[src/rtl/ipi_cmd_pkg.sv]
package ipi_cmd_pkg;

    typedef struct packed {
        logic [7:0] vector;
        logic [2:0] kind;
        logic       logical;
        logic       assert_lvl;
        logic       level_trig;
        logic [1:0] shorthand;
    } cmd_t;

    localparam int VEC_LSB   = 0;
    localparam int KIND_LSB  = 8;
    localparam int LOGIC_BIT = 11;
    localparam int PEND_BIT  = 12;
    localparam int ASRT_BIT  = 14;
    localparam int TRIG_BIT  = 15;
    localparam int SH_LSB    = 18;

    function automatic cmd_t word_to_cmd(input logic [31:0] w);
        cmd_t c;
        c.vector     = w[VEC_LSB +: 8];
        c.kind       = w[KIND_LSB +: 3];
        c.logical    = w[LOGIC_BIT];
        c.assert_lvl = w[ASRT_BIT];
        c.level_trig = w[TRIG_BIT];
        c.shorthand  = w[SH_LSB +: 2];
        return c;
    endfunction

    function automatic logic [31:0] cmd_to_word(input cmd_t c, input logic pend);
        logic [31:0] w;
        w = '0;
        w[VEC_LSB +: 8]  = c.vector;
        w[KIND_LSB +: 3] = c.kind;
        w[LOGIC_BIT]     = c.logical;
        w[PEND_BIT]      = pend;
        w[ASRT_BIT]      = c.assert_lvl;
        w[TRIG_BIT]      = c.level_trig;
        w[SH_LSB +: 2]   = c.shorthand;
        return w;
    endfunction

endpackage

[src/rtl/ipi_target_reg.sv]
module ipi_target_reg #(
    parameter int ADDR_W   = 12,
    parameter int LOW_OFS  = 'h300,
    parameter int HIGH_OFS = 'h310,
    parameter int DEST_W   = 8
) (
    input  logic                 clk,
    input  logic                 rst_n,
    input  logic [ADDR_W-1:0]    bus_addr,
    input  logic                 bus_wr,
    input  logic [31:0]          bus_wdata,
    input  logic [31:0]          cmd_word,
    output logic                 lo_wr,
    output logic [DEST_W-1:0]    dest_q,
    output logic [31:0]          bus_rdata
);
    localparam int DEST_LSB = 32 - DEST_W;
    localparam logic [ADDR_W-1:0] LO_A = ADDR_W'(LOW_OFS);
    localparam logic [ADDR_W-1:0] HI_A = ADDR_W'(HIGH_OFS);

    typedef struct packed {
        logic [DEST_W-1:0] dest;
    } st_t;

    st_t st_d, st_q;
    logic hi_wr;

    always_comb begin
        st_d      = st_q;
        lo_wr     = bus_wr && (bus_addr == LO_A);
        hi_wr     = bus_wr && (bus_addr == HI_A);
        if (hi_wr) st_d.dest = bus_wdata[DEST_LSB +: DEST_W];
        bus_rdata = '0;
        if (bus_addr == LO_A)      bus_rdata = cmd_word;
        else if (bus_addr == HI_A) bus_rdata[DEST_LSB +: DEST_W] = st_q.dest;
    end

    always_ff @(posedge clk or negedge rst_n) begin
        if (!rst_n) st_q <= '0;
        else        st_q <= st_d;
    end

    assign dest_q = st_q.dest;


    hi_store_chk: assert property (@(posedge clk) disable iff (!rst_n)
        hi_wr |=> (dest_q == $past(bus_wdata[DEST_LSB +: DEST_W])));
endmodule

[src/rtl/ipi_launch.sv]
module ipi_launch
    import ipi_cmd_pkg::*;
#(
    parameter int DEST_W = 8
) (
    input  logic                 clk,
    input  logic                 rst_n,
    input  logic                 lo_wr,
    input  logic [31:0]          wdata,
    input  logic [DEST_W-1:0]    dest_in,
    input  logic                 msg_ready,
    output logic                 pend,
    output cmd_t                 cmd,
    output logic [DEST_W-1:0]    dest_out
);
    typedef struct packed {
        logic              pend;
        cmd_t              cmd;
        logic [DEST_W-1:0] dest;
    } st_t;

    st_t st_d, st_q;
    cmd_t nc;

    always_comb begin
        st_d = st_q;
        nc   = word_to_cmd(wdata);
        if (st_q.pend && msg_ready) st_d.pend = 1'b0;
        if (lo_wr && !st_q.pend) begin
            st_d.pend = 1'b1;
            st_d.cmd  = nc;
            st_d.dest = (nc.shorthand == 2'b00) ? dest_in : {DEST_W{1'b1}};
        end
    end

    always_ff @(posedge clk or negedge rst_n) begin
        if (!rst_n) st_q <= '0;
        else        st_q <= st_d;
    end

    assign pend     = st_q.pend;
    assign cmd      = st_q.cmd;
    assign dest_out = st_q.dest;


    ignore_busy_chk: assert property (@(posedge clk) disable iff (!rst_n)
        (pend && lo_wr) |=> $stable(cmd) && $stable(dest_out));
endmodule

[src/rtl/ipi_cmd_reg.sv]
module ipi_cmd_reg
    import ipi_cmd_pkg::*;
#(
    parameter int ADDR_W   = 12,
    parameter int LOW_OFS  = 'h300,
    parameter int HIGH_OFS = 'h310,
    parameter int DEST_W   = 8
) (
    input  logic                 clk,
    input  logic                 rst_n,
    input  logic [ADDR_W-1:0]    bus_addr,
    input  logic                 bus_wr,
    input  logic [31:0]          bus_wdata,
    output logic [31:0]          bus_rdata,
    output logic                 msg_valid,
    input  logic                 msg_ready,
    output logic [7:0]           msg_vector,
    output logic [2:0]           msg_kind,
    output logic                 msg_logical,
    output logic                 msg_assert,
    output logic                 msg_level_trig,
    output logic [1:0]           msg_shorthand,
    output logic [DEST_W-1:0]    msg_dest
);
    logic              lo_wr;
    logic [DEST_W-1:0] dest_q;
    logic              pend;
    cmd_t              cmd;
    logic [31:0]       cmd_word;

    assign cmd_word = cmd_to_word(cmd, pend);

    ipi_target_reg #(
        .ADDR_W(ADDR_W), .LOW_OFS(LOW_OFS), .HIGH_OFS(HIGH_OFS), .DEST_W(DEST_W)
    ) u_tgt (
        .clk(clk), .rst_n(rst_n), .bus_addr(bus_addr), .bus_wr(bus_wr),
        .bus_wdata(bus_wdata), .cmd_word(cmd_word), .lo_wr(lo_wr),
        .dest_q(dest_q), .bus_rdata(bus_rdata)
    );

    ipi_launch #(.DEST_W(DEST_W)) u_launch (
        .clk(clk), .rst_n(rst_n), .lo_wr(lo_wr), .wdata(bus_wdata),
        .dest_in(dest_q), .msg_ready(msg_ready), .pend(pend), .cmd(cmd),
        .dest_out(msg_dest)
    );

    assign msg_valid      = pend;
    assign msg_vector     = cmd.vector;
    assign msg_kind       = cmd.kind;
    assign msg_logical    = cmd.logical;
    assign msg_assert     = cmd.assert_lvl;
    assign msg_level_trig = cmd.level_trig;
    assign msg_shorthand  = cmd.shorthand;


    launch_chk: assert property (@(posedge clk) disable iff (!rst_n)
        (bus_wr && bus_addr == ADDR_W'(LOW_OFS) && !msg_valid) |=>
            msg_valid && msg_vector == $past(bus_wdata[7:0]));

    hold_chk: assert property (@(posedge clk) disable iff (!rst_n)
        (msg_valid && !msg_ready) |=>
            msg_valid && $stable(msg_vector) && $stable(msg_kind) && $stable(msg_dest));

    retire_chk: assert property (@(posedge clk) disable iff (!rst_n)
        (msg_valid && msg_ready) |=> !msg_valid);

    shorthand_chk: assert property (@(posedge clk) disable iff (!rst_n)
        (msg_valid && msg_shorthand != 2'b00) |-> (msg_dest == {DEST_W{1'b1}}));
endmodule

[config.mk]
export PLATFORM = sky130hd
export DESIGN_NAME = ipi_cmd_reg
export DESIGN_NICKNAME = d
export VERILOG_FILES = /design/src/rtl/ipi_cmd_pkg.sv /design/src/rtl/ipi_target_reg.sv /design/src/rtl/ipi_launch.sv /design/src/rtl/ipi_cmd_reg.sv
export SDC_FILE = /design/constraint.sdc
export NUM_CORES = 1
export LEC_CHECK = 0
export BUFFER_PORTS_ARGS = -buffer_cell sky130_fd_sc_hd__buf_2
export CORE_ASPECT_RATIO = 0.6
export CORE_MARGIN = 1.5
export CORE_UTILIZATION = 40
export CTS_BUF_LIST = sky130_fd_sc_hd__clkbuf_2 sky130_fd_sc_hd__clkbuf_4 sky130_fd_sc_hd__clkbuf_8
export DETAILED_ROUTE_END_ITERATION = 8
export PLACE_DENSITY = 0.77
export SKIP_CTS_REPAIR_TIMING = 1
export SLEW_MARGIN = 20
export SYNTH_ARGS = -nofsm -noshare
export SYNTH_HDL_FRONTEND = slang
export SYNTH_SLANG_ARGS = --single-unit
export TNS_END_PERCENT = 1
[constraint.sdc]
create_clock -name clk -period 3.8 [get_ports clk]
set_clock_uncertainty 0.05 [all_clocks]
set_input_delay 0.19 -clock clk [delete_from_list [all_inputs] [get_ports clk]]
set_output_delay 0.19 -clock clk [all_outputs]
set_load 0.03 [all_outputs]
==> impl_metrics.json, run 1 <==
{
  "hold_path.class": "input pin to register",
  "synth_common_cells": "33 x dfrtp_1, 25 x and2_1, 19 x mux2_4",
  "peakVddDrop_v": 0.000123,
  "ys_ff_latch": 33,
  "drive_gt1_share_pct": 62.8,
  "finish.instance_area_mm2": 0.00220,
  "yosysWarningCount": 0,
  "route.met2.wl_um": 1530,
  "async_reset_ff_share_pct": 100,
  "critical_path_class": "input pin to output port",
  "relSlewSlack_pct": 36.5,
  "ioPinCount": 105,
  "cp_common_cell": "buf_2",
  "min_period_over_period_pct": 56.1,
  "chipHeight_um": 53.0,
  "n_antenna_cell": 0,
  "worst_path_max_delay_cell": "nor4_2",
  "cp-end-kind": "output port",
  "port_buffers": 89,
  "place_area_mm2": 0.00210,
  "leakagePower_nw": 1.34,
  "worst_setup_path_start_kind": "input pin",
  "grt_max_degree": 34,
  "hold_viol": 0,
  "dieArea_mm2": 0.00457,
  "cts_buffer_depth": 2,
  "finalWorstSetupSlack_ns": 1.67,
  "synth_top_area_share_pct": 49.6,
  "worstPathCellList": "buf_2 > or4_4 > nor4_2 > and2_1 > buf_2",
  "wl_um": 3650,
  "rows": 17,
  "gp_congestion": 0.799,
  "antenna_left": 0,
  "syn_inst": 122,
  "clkLatencyLatePin_ns": 0.27,
  "rsz0062_at_grt": "false",
  "drc": 0,
  "grt_antenna_before_repair": 0,
  "cts_tree": "done",
  "cp_max_fo": 8,
  "wl_met1_um": 1740,
  "cts_root_buf": "clkbuf_8",
  "vias": 1236,
  "synth_cell_types": 18,
  "power_mw": 0.673,
  "synth_ff_type": "dfrtp_1",
  "synth-edff-count": 0,
  "dp_hpwl_um": 2710,
  "slowest_delay_ns": 0.62,
  "cellPowerDensity_mw_per_mm2": 305,
  "critPathRequiredTime_ns": 3.56,
  "die_x_um": 86.3,
  "core-area_mm2": 0.00383,
  "finalSetupViolations": 0,
  "yosysSeqAreaShare_pct": 49.6,
  "wl_per_cell_um": 13.9,
  "status": "finished clean",
  "first_pass_iters": 2,
  "synth_area_leaders": "dfrtp_1 50%, mux2_4 17%, and2_1 9.4%",
  "viasPerCell": 4.72,
  "min_period_ns": 2.13,
  "max_cap_viol_count": 0,
  "critical_path_buf_inv_count": 2,
  "synth.avg_cell_area_um2": 13.7,
  "slew_violations": 0,
  "dpl_worst_slack_ns": 1.32,
  "dr.first_iter.drc_count": 34,
  "htreeDepth": 2,
  "track_usage_pct": 17.3,
  "max_freq_ghz": 0.469,
  "yosysTopAreaCell": "dfrtp_1",
  "crit_family": "simple AND/OR/NAND/NOR gates",
  "syn2layout_area_growth_pct": 32.4,
  "worstPathArrival_ns": 1.89,
  "syn_area_mm2": 0.00167,
  "grt_pass1_vias": 1223,
  "yosysMostFrequentCell": "dfrtp_1",
  "tns_ns": 0,
  "dr_wl_met3_um": 364,
  "top_layer": "met4",
  "gr-total-overflow": 0,
  "clk_pin_slew_worst_paths_ns": 0.06,
  "cts_sinks": 33,
  "grt_pass1_wl_um": 5730,
  "initial_core_util_pct": 43.5,
  "numCtsBuffers": 5,
  "tightest_slew_ns": 0.945,
  "final_nets": 263
}
-- flip-flops by register name (all words and copies together), names as in the netlist --
| name | cells |
|---|---|
| u_launch.cmd | 16 |
| u_launch.dest_out | 8 |
| u_launch.pend | 1 |
| u_tgt.dest_q | 8 |
-- logic make-up after synthesis --
group / share of synthesized area, %
other cells: 0.225
flops: 49.6
mux: 25.9
buf+inv: 6.91
simple gates: 17.1
compound gates: 0.300
-- routing by layer --
| metal | vias up | track usage [%] |
|---|---|---|
| met4 | 0 | 5.65 |
| met1 | 576 | 22.5 |
| met5 | - | 0 |
| met2 | 66 | 26.9 |
| met3 | 2 | 6.40 |
| li1 | 592 | - |
-- report_power, final --
part / switching (mW) / total, mW / internal [mW]
Sequential: 0.00105 / 0.354 / 0.353
Combinational: 0.0308 / 0.0523 / 0.0214
Clock: 0.116 / 0.266 / 0.151
Total: 0.148 / 0.673 / 0.525
-- placed cells by master, fill, tap and decap left out, drive strengths merged --
master,count
and2,25
buf,90
clkbuf,7
conb,7
dfrtp,33
dlygate4sd3,1
inv,2
mux2,32
nand2,1
nand4bb,1
nor4,3
o21ai,1
or3,9
or3b,1
or4,2
-- final timing paths --
kind / endpoint / depth (start not counted) / slack (ns) / start
max: bus_rdata[29] / 5 / 1.67 / bus_addr[1]
max in group asynchronous: u_launch.cmd[1]$_DFFE_PN0P_ / 2 / 2.79 / rst_n
min: u_launch.pend$_DFFE_PN0P_ / 2 / 0.05 / msg_ready
max reg2reg: u_launch.cmd[3]$_DFFE_PN0P_ / 3 / 1.74 / u_launch.pend$_DFFE_PN0P_
min reg2reg: u_launch.dest_out[4]$_DFFE_PN0P_ / 1 / 0.46 / u_launch.dest_out[4]$_DFFE_PN0P_
min in group asynchronous: u_launch.cmd[4]$_DFFE_PN0P_ / 2 / 0.45 / rst_n
-- cell type report --
| cell class | count | area [µm²] |
|---|---|---|
| Inverter | 2 | 7.51 |
| Tap cell | 47 | 58.8 |
| Timing Repair Buffer | 91 | 463 |
| Sequential cell | 33 | 826 |
| Multi-Input combinational cell | 82 | 759 |
| Clock buffer | 7 | 90.1 |
| Fill cell | 325 | 1620 |
-- stage by stage --
stage	instances	hold slack (ns)	utilization, %
floorplan	128	-0.156	-
global placement	254	0.238	54.8
detailed placement	254	0.246	54.8
CTS	261	-0.0589	57.2
global route	262	0.0320	57.6
finish	262	0.0483	57.6
(Power assumes the default switching activity.)
==> inputs of run 2 (changes only) <==
Settings changed: PLACE_DENSITY 0.77 to 0.8.
Clock period 3.8 ns to 1.8 ns, I/O delays scaled along.
==> impl_metrics.json, run 2 (synthesis results as in run 1) <==
{
  "cellPowerDensity_mw_per_mm2": 582,
  "setup.worst_path.start": "u_launch.pend$_DFFE_PN0P_",
  "tightest_slew_ns": 0.712,
  "reg2reg_setup_slack_ns": -0.08,
  "rsz0062_at_grt": "true",
  "fillers": 285,
  "final_cell_mix": "69 x buf_2, 32 x dfrtp_1, 23 x and2_1",
  "violations": "hold timing, setup timing",
  "cp-end-kind": "register",
  "drive_gt1_share_pct": 62.2,
  "chipHeight_um": 53.0,
  "hold_path.class": "input pin to register",
  "swShare_pct": 21.8,
  "n_antenna_cell": 0,
  "drc": 0,
  "wl_um": 4270,
  "largest_register_ff_count": 16,
  "dp_cells": 261,
  "clkPwrFrac_pct": 39.9,
  "antenna_left": 0,
  "status": "finished with violations",
  "gr-total-overflow": 0,
  "finalWorstSetupSlack_ns": -0.0767,
  "initial_core_util_pct": 43.5,
  "fin_cells": 285,
  "syn2layout_area_growth_pct": 52.7,
  "grt_pass1_wl_um": 5680,
  "cp_max_fo": 25,
  "p_comb_share_pct": 9.6,
  "slew_violations": 0,
  "cts_sinks": 33,
  "final_common_cell": "buf_2",
  "viasPerCell": 4.64,
  "r2r_start": "u_launch.pend$_DFFE_PN0P_",
  "relSlewSlack_pct": 52.5,
  "final_nets": 285,
  "gp_congestion": 0.708,
  "htreeDepth": 2,
  "min_period_ns": 1.88,
  "vias": 1323,
  "cts_tree": "done",
  "clk_pin_slew_worst_paths_ns": 0.06,
  "power.switching_mw": 0.322,
  "critPathRequiredTime_ns": 1.91,
  "worstPathArrival_ns": 1.98,
  "peakVddDrop_v": 0.000348,
  "die_x_um": 86.3,
  "max_cap_viol_count": 0,
  "port_buffers": 89,
  "core-area_mm2": 0.00383,
  "worst_setup_path_start_kind": "register",
  "track_usage_pct": 17.0,
  "max_freq_ghz": 0.533,
  "min_period_over_period_pct": 104,
  "rows": 17,
  "cts_buffer_depth": 2,
  "grt_max_degree": 34,
  "ioPinCount": 105,
  "finalSetupViolations": 24,
  "whs_ns": -0.00462,
  "cts_root_buf": "clkbuf_8",
  "dp_hpwl_um": 2760,
  "hold_viol": 2,
  "seqPwrFrac_pct": 50.5,
  "grt_antenna_before_repair": 0,
  "grt_pass1_vias": 1115,
  "dr.first_iter.drc_count": 42,
  "dieArea_mm2": 0.00457,
  "p_int_mw": 1.16,
  "hold_start": "bus_wdata[26]",
  "first_pass_iters": 4,
  "tns_ns": -1.46,
  "wl_per_cell_um": 15.0,
  "numCtsBuffers": 5,
  "critical_path_class": "register to register",
  "power_mw": 1.48,
  "leakagePower_nw": 1.47,
  "clkLatencyLatePin_ns": 0.27
}
-- run 2: cell count changes in the layout (fill, tap and decap cells not counted), moves of 2 or more --
cell,delta
and2_1,-2
and2_4,+2
buf_2,-20
buf_4,+14
buf_6,+12
clkbuf_4,+2
dlygate4sd3_1,+14
-- run 2: routing by layer --
layer | vias up | GRT usage (%) | part of all wire, %
li1 | 634 | - | -
met1 | 619 | 25.0 | 48
met2 | 68 | 23.0 | 45
met3 | 2 | 5.62 | 6.7
met4 | 0 | 5.65 | 0.54
met5 | - | 0 | 0
-- run 2: cell type report --
cell class	instances	area (µm²)	share of cell area, %
flip-flops and latches	33	827	32.5
multi-input cells	82	781	30.7
repair buffers	113	771	30.3
clock buffers	8	97.6	3.84
well taps	47	58.8	2.31
inverters	2	7.51	0.295
-- run 2: through the flow --
| step | utilization [%] | setup WS, ns | area (µm²) |
|---|---|---|---|
| after floorplan | - | -0.204 | 1690 |
| after global placement | 56.6 | -0.140 | 2170 |
| after detailed placement | 56.6 | -0.161 | 2170 |
| after CTS | 59.2 | -0.0755 | 2260 |
| after global routing | 66.4 | -0.116 | 2540 |
| final | 66.4 | -0.0767 | 2540 |
-- run 2: critical path: stages, from the launching register on --
cell,delay (ns)
dfrtp_2,0.40
or3b_4,0.36
or4_4,0.43
buf_12,0.19
mux2_4,0.31
-- run 2: power groups by stage --
stage          combinational (mW)  clock [mW]  sequential, mW
2_1_floorplan              0.0495           0           0.766
3_3_place_gp                0.112           0           0.761
3_5_place_dp                0.113           0           0.761
4_1_cts                     0.113       0.610           0.747
5_1_grt                     0.155       0.654           0.747
6_report                    0.141       0.590           0.748
-- run 2: path summary, 6_finish.rpt --
kind	endpoint	depth (start not counted)
worst max-delay path	u_launch.cmd[4]$_DFFE_PN0P_	4
worst min register to register	u_launch.dest_out[1]$_DFFE_PN0P_	1
worst max register to register	u_launch.cmd[4]$_DFFE_PN0P_	4
min in group asynchronous	u_launch.cmd[2]$_DFFE_PN0P_	2
worst min-delay path	u_tgt.dest_q[2]$_DFFE_PN0P_	2
max in group asynchronous	u_launch.pend$_DFFE_PN0P_	2
==> inputs of run 3 (changes only) <==
--- a/config.mk
+++ b/config.mk
@@ -12,5 +12,5 @@
 export CTS_BUF_LIST = sky130_fd_sc_hd__clkbuf_2 sky130_fd_sc_hd__clkbuf_4 sky130_fd_sc_hd__clkbuf_8
 export DETAILED_ROUTE_END_ITERATION = 8
-export PLACE_DENSITY = 0.8
+export PLACE_DENSITY = 0.84
 export SKIP_CTS_REPAIR_TIMING = 1
 export SLEW_MARGIN = 20
--- a/constraint.sdc
+++ b/constraint.sdc
@@ -3,3 +3,3 @@
 set_input_delay 0.09 -clock clk [delete_from_list [all_inputs] [get_ports clk]]
 set_output_delay 0.09 -clock clk [all_outputs]
-set_load 0.03 [all_outputs]
+set_load 0.02 [all_outputs]
==> impl_metrics.json, run 3 (synthesis results as in run 1) <==
{
  "status": "finished with violations",
  "violations": "hold timing, setup timing",
  "clk_pin_slew_worst_paths_ns": 0.07,
  "slowest_delay_ns": 0.45,
  "cts_buffer_depth": 2,
  "finalWorstSetupSlack_ns": -0.0832,
  "min_period_over_period_pct": 105,
  "tns_ns": -1.63,
  "reg2reg_setup_slack_ns": -0.08,
  "grt_pass1_wl_um": 5620,
  "cts_tree": "done",
  "max_freq_ghz": 0.531,
  "grt_pass1_vias": 1175,
  "drc": 0,
  "final_cell_mix": "70 x buf_2, 32 x dfrtp_1, 26 x buf_4",
  "cp-end-kind": "register",
  "syn2layout_area_growth_pct": 54.6,
  "n_antenna_cell": 0,
  "relSlewSlack_pct": 50.6,
  "power_mw": 1.51,
  "vias": 1385,
  "cts_sinks": 33,
  "worstPathCellList": "or3b_4 > or4_4 > buf_12 > mux2_4",
  "finish.instance_area_mm2": 0.00257,
  "numCtsBuffers": 5,
  "max_cap_viol_count": 0,
  "worst_path_max_delay_cell": "or4_4",
  "ioPinCount": 105,
  "tightest_slew_ns": 0.741,
  "die_x_um": 86.3,
  "rsz0062_at_grt": "true",
  "dieArea_mm2": 0.00457,
  "r2r_start": "u_launch.pend$_DFFE_PN0P_",
  "critical_path_buf_inv_count": 1,
  "fillers": 270,
  "final_nets": 293,
  "whs_ns": -0.000646,
  "min_to": "u_tgt.dest_q[6]$_DFFE_PN0P_",
  "wl_um": 4510,
  "leakagePower_nw": 1.49,
  "hold_start": "bus_wdata[30]",
  "place_area_mm2": 0.00217,
  "track_usage_pct": 16.7,
  "initial_core_util_pct": 43.5,
  "htreeDepth": 2,
  "core-area_mm2": 0.00383,
  "min_period_ns": 1.88,
  "reg2reg_depth": 4,
  "cellPowerDensity_mw_per_mm2": 585,
  "grt_max_degree": 34,
  "cp_max_fo": 17,
  "dr.first_iter.drc_count": 77,
  "cts_root_buf": "clkbuf_8",
  "wl_per_cell_um": 15.4,
  "hold_path.class": "input pin to register",
  "finalSetupViolations": 28,
  "viasPerCell": 4.73,
  "first_pass_iters": 4,
  "clkLatencyLatePin_ns": 0.28,
  "dpl_worst_slack_ns": -0.165,
  "rows": 17,
  "final_common_cell": "buf_2",
  "worstPathArrival_ns": 1.99,
  "worstHoldPathCells": 2,
  "multiInputGateArea_um2": 773,
  "reg2reg_to": "u_launch.cmd[2]$_DFFE_PN0P_",
  "dp_hpwl_um": 2670,
  "hold_viol": 1,
  "antenna_left": 0,
  "chipHeight_um": 53.0,
  "port_buffers": 89,
  "largest_register_ff_count": 16,
  "seq_area_um2": 827,
  "critical_path_class": "register to register",
  "slew_violations": 0,
  "peakVddDrop_v": 0.000375,
  "worst_setup_path_start_kind": "register",
  "drive_gt1_share_pct": 59.3,
  "gr-total-overflow": 0,
  "grt_antenna_before_repair": 0,
  "gp_congestion": 0.807,
  "critPathRequiredTime_ns": 1.91,
  "crit_family": "simple AND/OR/NAND/NOR gates"
}
==> run 3: routing by layer <==
layer / vias to the layer above / wire length (µm) / track usage [%] / part of all wire (%)
li1: 654 / - / - / -
met1: 666 / 1980 / 22.8 / 44
met2: 63 / 2240 / 24.5 / 50
met3: 2 / 270 / 5.77 / 6.0
met4: 0 / 23 / 6.18 / 0.51
met5: - / 0 / 0 / 0
==> run 3: worst max-delay path by stage <==
stage | depth (start not counted) | start | endpoint | slack, ns
6_report | 4 | u_launch.pend$_DFFE_PN0P_ | u_launch.cmd[2]$_DFFE_PN0P_ | -0.08
3_3_place_gp | 5 | bus_addr[1] | u_launch.dest_out[6]$_DFFE_PN0P_ | -0.15
3_5_place_dp | 5 | bus_addr[1] | u_launch.cmd[2]$_DFFE_PN0P_ | -0.16
2_1_floorplan | 5 | u_launch.pend$_DFFE_PN0P_ | u_launch.cmd[15]$_DFFE_PN0P_ | -0.17
5_1_grt | 4 | u_launch.pend$_DFFE_PN0P_ | u_launch.dest_out[5]$_DFFE_PN0P_ | -0.11
4_1_cts | 4 | u_launch.pend$_DFFE_PN0P_ | u_launch.cmd[2]$_DFFE_PN0P_ | -0.08
==> run 3: worst register-to-register path, cell delays in order, from the launching register on <==
cell	delay [ns]
dfrtp_2	0.40
or3b_4	0.36
or4_4	0.45
buf_12	0.19
mux2_4	0.31
==> run 3: final cells by class <==
cell class | instances | share of cell area (%)
tap | 47 | 2.28
timing repair buffer | 121 | 31.3
inverter | 2 | 0.292
clock inverter | 1 | 0.194
sequential | 33 | 32.1
clock buffer | 7 | 3.74
multi-input combinational | 82 | 30.0
==> run 3: metrics by stage <==
| stage | std cells | util, % |
|---|---|---|
| 2_1_floorplan | 128 | - |
| 3_3_place_gp | 262 | 56.8 |
| 3_5_place_dp | 262 | 56.8 |
| 4_1_cts | 270 | 59.4 |
| 5_1_grt | 293 | 67.3 |
| 6_report | 293 | 67.3 |
==> run 3: report_power, final <==
| group | switching [mW] | internal (mW) |
|---|---|---|
| Clock | 0.267 | 0.346 |
| Combinational | 0.0673 | 0.0802 |
| Sequential | 0.00247 | 0.745 |
| Total | 0.337 | 1.17 |
